[src/rtl/nand_bridge_pkg.sv]
package nand_bridge_pkg;
  typedef enum logic [1:0] {
    SZ_BYTE = 2'b00,
    SZ_HALF = 2'b01,
    SZ_WORD = 2'b10
  } access_size_e;

  typedef enum logic [1:0] {
    ST_IDLE,
    ST_SETUP,
    ST_STROBE,
    ST_HOLD
  } seq_state_e;
endpackage

[src/rtl/nand_bridge_regs.sv]
module nand_bridge_regs #(
  parameter int NCS    = 4,
  parameter int PWW    = 4,
  parameter int PW_LSB = 16,
  parameter int DEF_PW = 2
) (
  input  logic           clk,
  input  logic           rst,
  input  logic           wr_en,
  input  logic [31:0]    wdata,
  input  logic           rd_status,
  input  logic           rdy_in,
  output logic [NCS-1:0] mode_en,
  output logic [PWW-1:0] pw_eff,
  output logic [31:0]    rd_data
);
  logic [PWW-1:0] pw_q;
  logic           rdy_s1, rdy_s2;
  logic           unused_wdata;

  assign unused_wdata = ^wdata;

  always_ff @(posedge clk) begin
    if (rst) begin
      mode_en <= '0;
      pw_q    <= PWW'(DEF_PW);
      rdy_s1  <= 1'b0;
      rdy_s2  <= 1'b0;
    end else begin
      rdy_s1 <= rdy_in;
      rdy_s2 <= rdy_s1;
      if (wr_en) begin
        mode_en <= wdata[NCS-1:0];
        pw_q    <= wdata[PW_LSB +: PWW];
      end
    end
  end

  assign pw_eff = (pw_q == '0) ? PWW'(1) : pw_q;

  always_comb begin
    rd_data = '0;
    if (rd_status) begin
      rd_data[0] = rdy_s2;
    end else begin
      rd_data[NCS-1:0]         = mode_en;
      rd_data[PW_LSB +: PWW]   = pw_q;
    end
  end
endmodule

[src/rtl/nand_bridge_decode.sv]
module nand_bridge_decode #(
  parameter int AW      = 16,
  parameter int NCS     = 4,
  parameter int CLE_BIT = 4,
  parameter int ALE_BIT = 3,
  parameter int CS_LSB  = 8,
  parameter int SEC_BIT = 12,
  parameter bit SEC_EN  = 1'b1
) (
  input  logic [AW-1:0]  addr,
  input  logic [1:0]     size,
  input  logic [NCS-1:0] mode_en,
  output logic [NCS-1:0] ce_sel,
  output logic           ce2_sel,
  output logic           cle_sel,
  output logic           ale_sel,
  output logic [1:0]     last_idx,
  output logic           target_on
);
  import nand_bridge_pkg::*;

  localparam int CSW = (NCS > 1) ? $clog2(NCS) : 1;

  logic [CSW-1:0] cs_idx;
  logic           unused_addr;

  assign unused_addr = ^addr;
  assign cs_idx      = addr[CS_LSB +: CSW];

  for (genvar i = 0; i < NCS; i++) begin : g_cs
    assign ce_sel[i] = (cs_idx == CSW'(i)) && mode_en[i];
  end

  if (SEC_EN) begin : g_sec
    assign ce2_sel = addr[SEC_BIT];
  end else begin : g_nosec
    assign ce2_sel = 1'b0;
  end

  assign target_on = |ce_sel;
  assign cle_sel   = addr[CLE_BIT];
  assign ale_sel   = addr[ALE_BIT] & ~addr[CLE_BIT];

  always_comb begin
    case (size)
      SZ_BYTE: last_idx = 2'd0;
      SZ_HALF: last_idx = 2'd1;
      default: last_idx = 2'd3;
    endcase
  end
endmodule

[src/rtl/nand_bridge_seq.sv]
module nand_bridge_seq #(
  parameter int NCS = 4,
  parameter int PWW = 4
) (
  input  logic           clk,
  input  logic           rst,
  input  logic           req,
  input  logic           we,
  input  logic           is_reg,
  input  logic [31:0]    wdata,
  input  logic [NCS-1:0] ce_sel,
  input  logic           ce2_sel,
  input  logic           cle_sel,
  input  logic           ale_sel,
  input  logic [1:0]     last_idx,
  input  logic           target_on,
  input  logic [PWW-1:0] pw_eff,
  input  logic [31:0]    reg_rdata,
  input  logic [7:0]     dq_in,
  output logic           reg_wr,
  output logic           cpu_ready,
  output logic [31:0]    cpu_rdata,
  output logic [NCS-1:0] ce_n,
  output logic           ce2_n,
  output logic           cle,
  output logic           ale,
  output logic           we_n,
  output logic           re_n,
  output logic [7:0]     dq_out,
  output logic           dq_oe
);
  import nand_bridge_pkg::*;

  seq_state_e     state;
  logic [1:0]     byte_idx, last_q;
  logic           wr_q;
  logic [23:0]    shift_q;
  logic [31:0]    rbuf;
  logic [PWW-1:0] pw_cnt;
  logic           accept;

  assign accept = req && !cpu_ready && (state == ST_IDLE);
  assign reg_wr = accept && is_reg && we;

  always_ff @(posedge clk) begin
    if (rst) begin
      state     <= ST_IDLE;
      byte_idx  <= '0;
      last_q    <= '0;
      wr_q      <= 1'b0;
      shift_q   <= '0;
      rbuf      <= '0;
      pw_cnt    <= '0;
      cpu_ready <= 1'b0;
      cpu_rdata <= '0;
      ce_n      <= '1;
      ce2_n     <= 1'b1;
      cle       <= 1'b0;
      ale       <= 1'b0;
      we_n      <= 1'b1;
      re_n      <= 1'b1;
      dq_out    <= '0;
      dq_oe     <= 1'b0;
    end else begin
      cpu_ready <= 1'b0;
      case (state)
        ST_IDLE: begin
          if (accept) begin
            if (is_reg) begin
              cpu_ready <= 1'b1;
              cpu_rdata <= we ? 32'd0 : reg_rdata;
            end else if (!target_on) begin
              cpu_ready <= 1'b1;
              cpu_rdata <= '0;
            end else begin
              ce_n     <= ~ce_sel;
              ce2_n    <= ~ce2_sel;
              cle      <= cle_sel;
              ale      <= ale_sel;
              dq_oe    <= we;
              dq_out   <= we ? wdata[7:0] : 8'd0;
              shift_q  <= we ? wdata[31:8] : 24'd0;
              wr_q     <= we;
              last_q   <= last_idx;
              byte_idx <= '0;
              rbuf     <= '0;
              state    <= ST_SETUP;
            end
          end
        end
        ST_SETUP: begin
          if (wr_q) we_n <= 1'b0;
          else      re_n <= 1'b0;
          pw_cnt <= pw_eff - PWW'(1);
          state  <= ST_STROBE;
        end
        ST_STROBE: begin
          if (pw_cnt == '0) begin
            we_n <= 1'b1;
            re_n <= 1'b1;
            if (!wr_q) rbuf[{byte_idx, 3'b000} +: 8] <= dq_in;
            state <= ST_HOLD;
          end else begin
            pw_cnt <= pw_cnt - PWW'(1);
          end
        end
        default: begin
          if (byte_idx == last_q) begin
            ce_n      <= '1;
            ce2_n     <= 1'b1;
            cle       <= 1'b0;
            ale       <= 1'b0;
            dq_oe     <= 1'b0;
            cpu_ready <= 1'b1;
            cpu_rdata <= rbuf;
            state     <= ST_IDLE;
          end else begin
            byte_idx <= byte_idx + 2'd1;
            dq_out   <= shift_q[7:0];
            shift_q  <= {8'd0, shift_q[23:8]};
            state    <= ST_SETUP;
          end
        end
      endcase
    end
  end
endmodule

[src/rtl/nand_bridge.sv]
module nand_bridge #(
  parameter int AW      = 16,
  parameter int NCS     = 4,
  parameter int PWW     = 4,
  parameter int DEF_PW  = 2,
  parameter int CLE_BIT = 4,
  parameter int ALE_BIT = 3,
  parameter int CS_LSB  = 8,
  parameter int SEC_BIT = 12,
  parameter bit SEC_EN  = 1'b1,
  parameter int REG_BIT = 14
) (
  input  logic           clk,
  input  logic           rst,
  input  logic           cpu_req,
  input  logic           cpu_we,
  input  logic [1:0]     cpu_size,
  input  logic [AW-1:0]  cpu_addr,
  input  logic [31:0]    cpu_wdata,
  output logic [31:0]    cpu_rdata,
  output logic           cpu_ready,
  output logic [NCS-1:0] nand_ce_n,
  output logic           nand_ce2_n,
  output logic           nand_cle,
  output logic           nand_ale,
  output logic           nand_we_n,
  output logic           nand_re_n,
  output logic [7:0]     nand_dq_out,
  output logic           nand_dq_oe,
  input  logic [7:0]     nand_dq_in,
  input  logic           nand_rdy
);
  localparam int PW_LSB = 16;

  logic [NCS-1:0] mode_en, ce_sel;
  logic [PWW-1:0] pw_eff;
  logic [31:0]    reg_rdata;
  logic           ce2_sel, cle_sel, ale_sel, target_on, seq_reg_wr;
  logic [1:0]     last_idx;
  logic           is_reg, rd_status;

  assign is_reg    = cpu_addr[REG_BIT];
  assign rd_status = cpu_addr[2];

  nand_bridge_regs #(
    .NCS(NCS), .PWW(PWW), .PW_LSB(PW_LSB), .DEF_PW(DEF_PW)
  ) u_regs (
    .clk      (clk),
    .rst      (rst),
    .wr_en    (seq_reg_wr && !rd_status),
    .wdata    (cpu_wdata),
    .rd_status(rd_status),
    .rdy_in   (nand_rdy),
    .mode_en  (mode_en),
    .pw_eff   (pw_eff),
    .rd_data  (reg_rdata)
  );

  nand_bridge_decode #(
    .AW(AW), .NCS(NCS), .CLE_BIT(CLE_BIT), .ALE_BIT(ALE_BIT),
    .CS_LSB(CS_LSB), .SEC_BIT(SEC_BIT), .SEC_EN(SEC_EN)
  ) u_dec (
    .addr     (cpu_addr),
    .size     (cpu_size),
    .mode_en  (mode_en),
    .ce_sel   (ce_sel),
    .ce2_sel  (ce2_sel),
    .cle_sel  (cle_sel),
    .ale_sel  (ale_sel),
    .last_idx (last_idx),
    .target_on(target_on)
  );

  nand_bridge_seq #(.NCS(NCS), .PWW(PWW)) u_seq (
    .clk      (clk),
    .rst      (rst),
    .req      (cpu_req),
    .we       (cpu_we),
    .is_reg   (is_reg),
    .wdata    (cpu_wdata),
    .ce_sel   (ce_sel),
    .ce2_sel  (ce2_sel),
    .cle_sel  (cle_sel),
    .ale_sel  (ale_sel),
    .last_idx (last_idx),
    .target_on(target_on),
    .pw_eff   (pw_eff),
    .reg_rdata(reg_rdata),
    .dq_in    (nand_dq_in),
    .reg_wr   (seq_reg_wr),
    .cpu_ready(cpu_ready),
    .cpu_rdata(cpu_rdata),
    .ce_n     (nand_ce_n),
    .ce2_n    (nand_ce2_n),
    .cle      (nand_cle),
    .ale      (nand_ale),
    .we_n     (nand_we_n),
    .re_n     (nand_re_n),
    .dq_out   (nand_dq_out),
    .dq_oe    (nand_dq_oe)
  );
endmodule

[config.mk]
export PLATFORM = sky130hd
export DESIGN_NAME = nand_bridge
export DESIGN_NICKNAME = d
export VERILOG_FILES = /design/src/rtl/nand_bridge_pkg.sv /design/src/rtl/nand_bridge_regs.sv /design/src/rtl/nand_bridge_decode.sv /design/src/rtl/nand_bridge_seq.sv /design/src/rtl/nand_bridge.sv
export SDC_FILE = /design/constraint.sdc
export NUM_CORES = 1
export LEC_CHECK = 0
export ABC_AREA = 1
export BUFFER_PORTS_ARGS = -buffer_cell sky130_fd_sc_hd__buf_2
export CELL_PAD_IN_SITES_DETAIL_PLACEMENT = 1
export CELL_PAD_IN_SITES_GLOBAL_PLACEMENT = 1
export CORE_MARGIN = 2
export CORE_UTILIZATION = 40
export DETAILED_ROUTE_END_ITERATION = 8
export GPL_TIMING_DRIVEN = 0
export PLACE_DENSITY_LB_ADDON = 0.3
export SLEW_MARGIN = 20
export SYNTH_ARGS = -nofsm -noshare
export SYNTH_HDL_FRONTEND = slang
export SYNTH_HIERARCHICAL = 1
export SYNTH_SLANG_ARGS = --single-unit
[constraint.sdc]
create_clock -name clk -period 2 [get_ports clk]
set_input_delay 0.1 -clock clk [delete_from_list [all_inputs] [get_ports clk]]
set_output_delay 0.1 -clock clk [all_outputs]
set_load 0.02 [all_outputs]
==> flow_metrics.env <==
export IMPL_die_h_um=131.3
export IMPL_gp_congestion=0.9069
export IMPL_drtAntennaViolNets=0
export IMPL_wl_per_cell_um=14.99
export IMPL_avgSynthCellArea_sq_um=6.722
export IMPL_drt_initial_drc_count=355
export IMPL_worstSetupPathType="reg2reg"
export IMPL_r2r_end="u_seq/shift_q[6]$_SDFFE_PP0P_"
export IMPL_ioPinCount=114
export IMPL_fin_skew_ns=0.007129
export IMPL_arrival_ns=2.25
export IMPL_max_slew_margin_pct=58.79
export IMPL_synth_seq_cells=128
export IMPL_hold_violations=0
export IMPL_setup_violations=0
export IMPL_cp_startpoint="u_regs/mode_en[3]$_SDFFE_PP0P_"
export IMPL_port_buffers=102
export IMPL_via_per_inst=4.925
export IMPL_antenna_found_initial=0
export IMPL_period_needed_ns=1.942
export IMPL_swShare_pct=43.16
export IMPL_p_int_mw=6.988
export IMPL_nets=1197
export IMPL_clk_latency_ns=0.42
export IMPL_drc_errors=0
export IMPL_worst_pin_slew_ns=0.6181
export IMPL_ys_warn_count=6
export IMPL_power_switching_mw=5.306
export IMPL_die_area_sq_um=17230
export IMPL_start_util_pct=40.79
export IMPL_worstSetupStartpointType="register"
export IMPL_max_cap_violations=0
export IMPL_drive_above_1_share_pct=21.90
export IMPL_insertedDiodeCount=0
export IMPL_critPathCapture="u_seq/shift_q[6]$_SDFFE_PP0P_"
export IMPL_grt_first_pass_wirelength_um=32660
export IMPL_rows=46
export IMPL_synthCells=964
export IMPL_reg2regPathDepth=12
export IMPL_synth_top_area_share_pct=39.54
export IMPL_grt_pass1_vias=6612
export IMPL_fin_area_sq_um=8265
export IMPL_cp_data_required_time_ns=2.31
export IMPL_combPwrFrac_pct=46.3
export IMPL_period_share_pct=97.11
export IMPL_core_area_sq_um=15890
export IMPL_grt_usage_pct=23.62
export IMPL_clkTransAtPathRegs_ns=0.06
export IMPL_cts_buffer_depth=2
export IMPL_power_density_nw_per_um2=1487
export IMPL_area_delta_synth_final_pct=27.55
export IMPL_hold_class="in2reg"
export IMPL_yosysSeqAreaShare_pct=39.54
export IMPL_ir_drop_uv=668.9
export IMPL_routed_wl_um=20280
export IMPL_htreeDepth=4
export IMPL_clockPowerShare_pct=24.4
export IMPL_grt_max_degree=17
export IMPL_endpoint_kind="register"
export IMPL_clock_sinks=128
export IMPL_sequentialPowerShare_pct=29.4
export IMPL_slew_viol_final=0
export IMPL_timing_fmax_mhz=514.9
export IMPL_clockRootBuffer="clkbuf_16"
export IMPL_cp_max_fo=10
export IMPL_firstDrtPassIters=5
export IMPL_via_count=6663
export IMPL_rsz0062_at_grt="true"
export IMPL_place_area_sq_um=7347
export IMPL_cts_tree="done"
export IMPL_reg2reg_from="u_regs/mode_en[3]$_SDFFE_PP0P_"
export IMPL_p_leak_nw=3.751
export IMPL_cts_made_buffers=17
export IMPL_min_from="cpu_addr[12]"
export IMPL_netlist_top_cell_by_area="dfxtp_1"
export IMPL_synthTopCellsByArea="dfxtp_1 (40%), nand2_1 (14%), nor2_1 (11%)"
export IMPL_dp_hpwl_um=14790
export IMPL_overflow=0
export IMPL_fin_util_pct=52.03
export IMPL_r2r_setup_slack_ns=0.06
export IMPL_yosys_cell_types_count=33
export IMPL_die_w_um=131.3
export IMPL_status="complete, no violations"
export IMPL_syn_cell_area_sq_um=6480
## cells in the final DEF, fill, tap and decap left out, drive strengths merged
cell type,count
buf,170
o211ai,1
clkbuf,47
clkinv,5
inv,73
dlygate4sd3,9
clkinvlp,5
ha,10
a32oi,32
nor2,206
nand4,27
bufinv,1
dfxtp,128
nand3,50
a21oi,46
xor2,1
nor3,9
conb,24
o21ai,48
nand2,238
or2,7
## worst max-delay path, stage by stage (launching register included)
cell and delay, ns:
dfxtp_2 0.38, nand2_1 0.08, nor2_2 0.12, nor2_1 0.05, nand2_1 0.06, inv_1 0.06
nor2_4 0.13, nand2_1 0.12, nand2_4 0.13, nand3_4 0.16, buf_4 0.23, o21ai_0 0.22
nor2_1 0.07
## cell families (layout without fill, tap and decap cells)
group / count (synthesis) / after routing / share of synthesized area (%)
other cells: 1 / 24 / 0.05787
xor+xnor: 1 / 1 / 0.1352
fa+ha+maj: 10 / 10 / 1.931
buf+inv: 160 / 310 / 11.66
compound gates: 127 / 127 / 11.93
flops: 128 / 128 / 39.54
simple gates: 537 / 537 / 34.74
## flip-flops by register name, summed over array words and instances (netlist names), 2 cells and up
name             cells
u_regs/mode_en       4
u_regs/pw_q          4
u_seq/byte_idx       2
u_seq/ce_n           4
u_seq/cpu_rdata     32
u_seq/dq_out         8
u_seq/last_q         2
u_seq/pw_cnt         4
u_seq/rbuf          32
u_seq/shift_q       24
u_seq/state          2
## metrics by stage
step / setup TNS, ns / power (mW) / setup slack, ns / hold WS (ns) / cells
6_report: 0 / 12.29 / 0.05777 / 0.007401 / 1353
5_1_grt: -0.2455 / 13.23 / -0.03572 / 0.02375 / 1353
4_1_cts: -0.01383 / 12.11 / -0.01383 / 0.003393 / 1350
3_5_place_dp: -11.28 / 8.802 / -0.2328 / 0.3201 / 1305
3_3_place_gp: -9.497 / 8.644 / -0.1956 / 0.3135 / 1305
2_1_floorplan: 0 / 7.282 / 0.2489 / 0.1712 / 987
## power groups by stage
stage	registers [mW]	clock network [mW]	logic, mW
after global routing	3.71	3.19	6.33
final	3.61	3.00	5.69
after global placement	3.63	0	5.01
after CTS	3.61	3.05	5.46
after floorplan	4.04	0	3.24
after detailed placement	3.66	0	5.14
## routing by layer
metal | vias up | wire length, um | global-route usage (%)
met2 | 142 | 10140 | 41.70
met1 | 3116 | 9010 | 28.74
met4 | 0 | 344 | 8.394
met5 | - | 0 | 0
li1 | 3379 | - | -
met3 | 26 | 786 | 4.398
## how the worst min path moves through the flow
| stage | end | slack, ns | cells past startpoint |
|---|---|---|---|
| CTS | u_seq/ce2_n$_SDFFE_PP1P_ | 0.003 | 4 |
| global placement | u_regs/rdy_s1$_SDFF_PP0_ | 0.31 | 3 |
| floorplan | u_regs/rdy_s1$_SDFF_PP0_ | 0.17 | 1 |
| finish | u_seq/ce2_n$_SDFFE_PP1P_ | 0.007 | 4 |
| global route | u_seq/ce2_n$_SDFFE_PP1P_ | 0.02 | 4 |
| detailed placement | u_regs/rdy_s1$_SDFF_PP0_ | 0.32 | 3 |
## timing repair
action / 4_1_cts / 5_1_grt
gates cloned: 0 / 0
hold buffers: 9 / 0
pin swaps: 0 / 8
setup endpoints to repair: 106 / 116
buffers inserted: 4 / 4
resized for setup: 21 / 47
endpoints found under the hold margin: 7 / 0
## synth_stat cells (all sizes together)
library cell  count
o211ai            1
ha               10
conb              1
clkbuf           28
clkinv            2
buf              57
or2               7
nand4            27
nor2            206
a21oi            46
inv              73
nand2           238
o21ai            48
nor3              9
xor2              1
dfxtp           128
a32oi            32
nand3            50
## cell type report
class / instances / area, sq um
Inverter: 75 / 285.3
Clock buffer: 23 / 488.0
Timing Repair Buffer: 119 / 685.7
Clock inverter: 9 / 82.58
Buffer: 84 / 513.0
Tap cell: 216 / 270.3
Fill cell: 2175 / 7620
Sequential cell: 128 / 2569
Multi-Input combinational cell: 699 / 3372
Note: power is estimated with default switching activity, not from simulation.
